<file path="config.mk">
export PLATFORM = sky130hd
export DESIGN_NAME = lcs_rma_sequencer
export DESIGN_NICKNAME = d
export VERILOG_FILES = /design/src/rtl/lcs_pkg.sv /design/src/rtl/lcs_datapath.sv /design/src/rtl/lcs_ctrl.sv /design/src/rtl/lcs_rma_sequencer.sv
export SDC_FILE = /design/constraint.sdc
export NUM_CORES = 1
export LEC_CHECK = 0
export BUFFER_PORTS_ARGS = -buffer_cell sky130_fd_sc_hd__buf_2
export CORE_MARGIN = 5
export CORE_UTILIZATION = 45
export DETAILED_ROUTE_END_ITERATION = 16
export MAX_ROUTING_LAYER = met4
export SKIP_LAST_GASP = 1
export SLEW_MARGIN = 20
export SYNTH_ARGS = -nofsm -noshare
export SYNTH_HDL_FRONTEND = slang
export SYNTH_HIERARCHICAL = 1
export SYNTH_SLANG_ARGS = --single-unit
</file>
<file path="constraint.sdc">
create_clock -name clk -period 2.3 [get_ports clk]
set_clock_uncertainty 0.05 [all_clocks]
set_input_delay 0.115 -clock clk [delete_from_list [all_inputs] [get_ports clk]]
set_output_delay 0.115 -clock clk [all_outputs]
set_load 0.1 [all_outputs]
</file>
<file path="src/rtl/lcs_pkg.sv">
package lcs_pkg;

  typedef enum logic [1:0] {
    LC_BOOT   = 2'b00,
    LC_SECURE = 2'b01,
    LC_PEND   = 2'b10,
    LC_RMA    = 2'b11
  } lcState_t;

  typedef enum logic [1:0] {
    FSM_BOOT = 2'b00,
    FSM_RUN  = 2'b01,
    FSM_ZERO = 2'b10,
    FSM_DEAD = 2'b11
  } seqFsm_t;

  // strobes from control to datapath; index field sized for the widest bank
  typedef struct packed {
    logic       setPending;
    logic       clrEn;
    logic [7:0] clrIdx;
    logic       grant;
  } ctrlStrobe_t;

endpackage

</file>
<file path="src/rtl/lcs_datapath.sv">
module lcs_datapath
  import lcs_pkg::*;
#(
  parameter int KEY_W    = 32,
  parameter int NUM_KEYS = 8,
  parameter int OTP_W    = 8,
  parameter int PEND_BIT = 1,
  localparam int IDX_W   = (NUM_KEYS > 1) ? $clog2(NUM_KEYS) : 1
) (
  input  logic             clk,
  input  logic             porRstN,
  input  logic             blankRstN,
  input  ctrlStrobe_t      strobe,
  input  logic             otpWrEn,
  input  logic [OTP_W-1:0] otpWrData,
  output logic [OTP_W-1:0] otpWord,
  input  logic             keyWrEn,
  input  logic [IDX_W-1:0] keyWrIdx,
  input  logic [KEY_W-1:0] keyWrData,
  input  logic             svcReq,
  input  logic [IDX_W-1:0] svcIdx,
  output logic             svcAck,
  output logic             svcErr,
  output logic [KEY_W-1:0] svcData,
  output logic             keyAllZero
);

  localparam logic [OTP_W-1:0] PEND_MASK = OTP_W'(1) << PEND_BIT;

  logic [OTP_W-1:0] otpReg;
  logic [KEY_W-1:0] keyBank [NUM_KEYS];
  logic [IDX_W-1:0] clrIdxLocal;

  assign clrIdxLocal = strobe.clrIdx[IDX_W-1:0];

  // set-only word: bits are added, never removed, except by the blank reset
  always_ff @(posedge clk or negedge blankRstN) begin
    if (!blankRstN) begin
      otpReg <= '0;
    end else begin
      otpReg <= otpReg
              | (otpWrEn ? (otpWrData & ~PEND_MASK) : '0)
              | (strobe.setPending ? PEND_MASK : '0);
    end
  end

  assign otpWord = otpReg;

  // one register word per key; clear strobe has priority over a write
  for (genvar k = 0; k < NUM_KEYS; k++) begin : g_key
    always_ff @(posedge clk or negedge blankRstN) begin
      if (!blankRstN) begin
        keyBank[k] <= '0;
      end else if (strobe.clrEn && (clrIdxLocal == IDX_W'(k))) begin
        keyBank[k] <= '0;
      end else if (strobe.grant && keyWrEn && (keyWrIdx == IDX_W'(k))) begin
        keyBank[k] <= keyWrData;
      end
    end
  end

  always_comb begin
    keyAllZero = 1'b1;
    for (int k = 0; k < NUM_KEYS; k++) begin
      if (keyBank[k] != '0) keyAllZero = 1'b0;
    end
  end

  // registered service response, data gated at the source
  always_ff @(posedge clk or negedge porRstN) begin
    if (!porRstN) begin
      svcAck  <= 1'b0;
      svcErr  <= 1'b0;
      svcData <= '0;
    end else begin
      svcAck  <= svcReq;
      svcErr  <= svcReq && !strobe.grant;
      svcData <= (svcReq && strobe.grant) ? keyBank[svcIdx] : '0;
    end
  end

endmodule

</file>
<file path="src/rtl/lcs_ctrl.sv">
module lcs_ctrl
  import lcs_pkg::*;
#(
  parameter int NUM_KEYS = 8,
  parameter int OTP_W    = 8,
  parameter int FLAG_BIT = 0,
  parameter int PEND_BIT = 1,
  localparam int IDX_W   = (NUM_KEYS > 1) ? $clog2(NUM_KEYS) : 1,
  localparam logic [IDX_W-1:0] LAST_IDX = IDX_W'(NUM_KEYS - 1)
) (
  input  logic             clk,
  input  logic             porRstN,
  input  logic [OTP_W-1:0] otpWord,
  input  logic             rmaReq,
  output ctrlStrobe_t      strobe,
  output logic [1:0]       lcState,
  output logic             rmaAvail,
  output logic             rmaRejected,
  output logic             operable,
  output logic             zeroDone
);

  seqFsm_t          fsm;
  lcState_t         lcReg;
  logic [IDX_W-1:0] clrIdx;
  logic             acceptReq;

  assign acceptReq = (fsm == FSM_RUN) && rmaReq && (lcReg == LC_SECURE) && rmaAvail;

  always_ff @(posedge clk or negedge porRstN) begin
    if (!porRstN) begin
      fsm         <= FSM_BOOT;
      lcReg       <= LC_BOOT;
      rmaAvail    <= 1'b0;
      rmaRejected <= 1'b0;
      zeroDone    <= 1'b0;
      clrIdx      <= '0;
    end else begin
      if (rmaReq && !acceptReq) rmaRejected <= 1'b1;
      unique case (fsm)
        FSM_BOOT: begin
          if (otpWord[PEND_BIT]) begin
            fsm    <= FSM_ZERO;
            lcReg  <= LC_RMA;
            clrIdx <= '0;
          end else begin
            fsm      <= FSM_RUN;
            lcReg    <= LC_SECURE;
            rmaAvail <= otpWord[FLAG_BIT];
          end
        end
        FSM_RUN: begin
          if (acceptReq) lcReg <= LC_PEND;
        end
        FSM_ZERO: begin
          if (clrIdx == LAST_IDX) begin
            fsm      <= FSM_DEAD;
            zeroDone <= 1'b1;
          end else begin
            clrIdx <= clrIdx + 1'b1;
          end
        end
        FSM_DEAD: begin
          fsm <= FSM_DEAD;
        end
        default: fsm <= FSM_BOOT;
      endcase
    end
  end

  always_comb begin
    strobe            = '0;
    strobe.setPending = acceptReq;
    strobe.clrEn      = (fsm == FSM_ZERO);
    strobe.clrIdx     = 8'(clrIdx);
    strobe.grant      = (fsm == FSM_RUN);
  end

  assign lcState  = lcReg;
  assign operable = (fsm == FSM_RUN);

endmodule

</file>
<file path="src/rtl/lcs_rma_sequencer.sv">
module lcs_rma_sequencer
  import lcs_pkg::*;
#(
  parameter int KEY_W    = 32,
  parameter int NUM_KEYS = 8,
  parameter int OTP_W    = 8,
  parameter int FLAG_BIT = 0,
  parameter int PEND_BIT = 1,
  localparam int IDX_W   = (NUM_KEYS > 1) ? $clog2(NUM_KEYS) : 1
) (
  input  logic             clk,
  input  logic             porRstN,
  input  logic             blankRstN,
  input  logic             otpWrEn,
  input  logic [OTP_W-1:0] otpWrData,
  output logic [OTP_W-1:0] otpWord,
  input  logic             rmaReq,
  input  logic             keyWrEn,
  input  logic [IDX_W-1:0] keyWrIdx,
  input  logic [KEY_W-1:0] keyWrData,
  input  logic             svcReq,
  input  logic [IDX_W-1:0] svcIdx,
  output logic             svcAck,
  output logic             svcErr,
  output logic [KEY_W-1:0] svcData,
  output logic [1:0]       lcState,
  output logic             rmaAvail,
  output logic             rmaRejected,
  output logic             operable,
  output logic             zeroDone
);

  ctrlStrobe_t strobe;
  logic        keyAllZero;

  lcs_ctrl #(
    .NUM_KEYS(NUM_KEYS), .OTP_W(OTP_W), .FLAG_BIT(FLAG_BIT), .PEND_BIT(PEND_BIT)
  ) i_ctrl (
    .clk(clk), .porRstN(porRstN), .otpWord(otpWord), .rmaReq(rmaReq),
    .strobe(strobe), .lcState(lcState), .rmaAvail(rmaAvail),
    .rmaRejected(rmaRejected), .operable(operable), .zeroDone(zeroDone)
  );

  lcs_datapath #(
    .KEY_W(KEY_W), .NUM_KEYS(NUM_KEYS), .OTP_W(OTP_W), .PEND_BIT(PEND_BIT)
  ) i_dp (
    .clk(clk), .porRstN(porRstN), .blankRstN(blankRstN), .strobe(strobe),
    .otpWrEn(otpWrEn), .otpWrData(otpWrData), .otpWord(otpWord),
    .keyWrEn(keyWrEn), .keyWrIdx(keyWrIdx), .keyWrData(keyWrData),
    .svcReq(svcReq), .svcIdx(svcIdx), .svcAck(svcAck), .svcErr(svcErr),
    .svcData(svcData), .keyAllZero(keyAllZero)
  );

endmodule

</file>
==> impl_metrics.env <==
export IMPL_status="finished clean"
export IMPL_crit_cells=6
export IMPL_die_area_um2=34600
export IMPL_final_common_cell="nand2_1"
export IMPL_syn_inst=1420
export IMPL_antenna_found_initial=2
export IMPL_max_stage_delay_ns=0.82
export IMPL_grt_total_usage=0.246
export IMPL_nets=1567
export IMPL_slew_viol_final=0
export IMPL_cts_setup_buffers=0
export IMPL_power_density_nw_per_um2=908
export IMPL_vdd_drop_max_mv=0.499
export IMPL_antenna_left=0
export IMPL_reg2regPathDepth=6
export IMPL_cts_root_buf="clkbuf_16"
export IMPL_grt_pass1_vias=11163
export IMPL_grt_overflow_total=0
export IMPL_p_seq_frac=0.454
export IMPL_cp_arrival_ns=2.53
export IMPL_combPwrFrac=0.189
export IMPL_io_buffers=99
export IMPL_timing_final_crit_share=0.932
export IMPL_drt_first_pass_iters=5
export IMPL_die_x_um=186
export IMPL_r2r_end="i_dp/keyBank[68]"
export IMPL_cts_resized=0
export IMPL_cp_slowest_cell="or2_2"
export IMPL_setup_viol=0
export IMPL_crit_fanout=32
export IMPL_p_int_mw=10.6
export IMPL_tns_ns=0
export IMPL_grt_pass1_wl_mm=64.2
export IMPL_rsz0062_at_grt="false"
export IMPL_insertion_delay_ns=0.52
export IMPL_fillCellCount=2740
export IMPL_postSynthAreaPerCell_um2=9.81
export IMPL_period_needed_ns=2.14
export IMPL_area_delta_synth_final_pct=18.6
export IMPL_hold_buffers=50
export IMPL_placed_area_um2=14900
export IMPL_gp_congestion=0.768
export IMPL_htree_levels=2
export IMPL_hpwl_mm=22.4
export IMPL_syn_num_nets=1475
export IMPL_vias=10581
export IMPL_final_cell_mix="nand2_1 (520), dfrtp_1 (308), a21oi_1 (256)"
export IMPL_clock_sinks=308
export IMPL_reg2reg_from="i_ctrl/fsm[0]"
export IMPL_drive_gt1_frac=0.186
export IMPL_cp_top_family="simple AND/OR/NAND/NOR gates"
export IMPL_drcViolationCount=0
export IMPL_cts_made_buffers=35
export IMPL_maxCapViolCount=0
export IMPL_cts_reportedPaths_clkPinSlew_ns=0.06
export IMPL_clkPwrFrac=0.357
export IMPL_viasPerCell=5.48
export IMPL_wirelength_mm=40.3
export IMPL_crit_buf_inv=1
export IMPL_r2r_slack_ns=0.16
export IMPL_crit_path_end_kind="flip-flop"
export IMPL_core_um2=30600
export IMPL_pre_cts_slack_ns=0.204
export IMPL_setup_ws_ns=0.155
export IMPL_cts_tree="done"
export IMPL_worst_setup_path_type="flip-flop to flip-flop"
export IMPL_grt_max_degree=67
export IMPL_initial_core_util=0.455
export IMPL_yosys_warnings=6
export IMPL_hold_ws_ns=0.0852
export IMPL_num_rows=64
export IMPL_synth_area_um2=13900
export IMPL_final_area_um2=16500
export IMPL_p_sw_mw=4.43
export IMPL_dieHeight_um=186
export IMPL_swShare=0.295
export IMPL_finalHoldViolations=0
export IMPL_max_slew_margin=0.370
export IMPL_io_pins=101
export IMPL_wl_per_cell_um=20.8
export IMPL_drt_initial_drc_count=924
export IMPL_start_kind="flip-flop"
export IMPL_cts_buffer_depth=3
export IMPL_max_clock_freq_ghz=0.466
export IMPL_crit_required_ns=2.68
export IMPL_tightest_slew_ns=0.945
export IMPL_leakage_nw=7.45
export IMPL_hp_class="input port to asynchronous set/reset pin"
export IMPL_path_cells="inv_1 > nor2_4 > nand3_1 > or2_2 > nand2_1 > a21oi_1"
-- registers in the layout, summed over array words and instances (netlist names) --
| name | flops |
|---|---|
| i_ctrl/rmaRejected | 1 |
| i_dp/svcData | 32 |
| i_dp/svcErr | 1 |
| i_ctrl/zeroDone | 1 |
| i_ctrl/lcState | 2 |
| i_ctrl/rmaAvail | 1 |
| i_dp/svcAck | 1 |
| i_ctrl/fsm | 2 |
| i_dp/otpWord | 8 |
| i_dp/keyBank | 256 |
| i_ctrl/clrIdx | 3 |
-- cell type report --
cell class	count	area (um^2)	area share
Tap cell	396	495	0.0300
Clock inverter	12	111	0.00674
Antenna cell	2	5.00	0.000303
Timing Repair Buffer	192	1570	0.0950
Sequential cell	308	7710	0.466
Inverter	5	18.8	0.00114
Multi-Input combinational cell	970	5640	0.341
Clock buffer	46	977	0.0591
-- metrics by stage --
step	std cells	utilization	power (mW)
after global placement	1821	0.488	9.59
after CTS	1929	0.540	15.1
after detailed placement	1821	0.488	9.69
final	1931	0.540	15.0
after floorplan	1420	-	8.96
after global routing	1931	0.540	15.7
-- power groups by stage --
stage               Combinational (mW)  Clock [mW]  Sequential (mW)
floorplan                         1.52           0             7.43
global placement                  2.74           0             6.86
detailed placement                2.80           0             6.90
CTS                               2.87        5.46             6.81
global route                      3.11        5.72             6.91
finish                            2.84        5.35             6.81
-- worst max-delay path by stage --
stage             startpoint                 to  slack (ns)
2_1_floorplan  i_ctrl/fsm[1]  i_dp/keyBank[226]       -0.04
3_3_place_gp   i_ctrl/fsm[1]   i_dp/keyBank[83]        0.23
3_5_place_dp   i_ctrl/fsm[0]   i_dp/keyBank[75]        0.20
6_report       i_ctrl/fsm[0]   i_dp/keyBank[68]        0.16
4_1_cts        i_ctrl/fsm[0]   i_dp/keyBank[68]        0.15
5_1_grt        i_ctrl/fsm[0]   i_dp/keyBank[71]     0.00004
-- layer usage --
metal | wire [um] | track usage | share of wire
met2 | 20300 | 0.410 | 0.51
met1 | 16900 | 0.323 | 0.42
met3 | 2370 | 0.0389 | 0.059
met5 | 0 | - | 0
met4 | 660 | 0.0516 | 0.016
No activity file was read; power rests on OpenSTA's default activity.
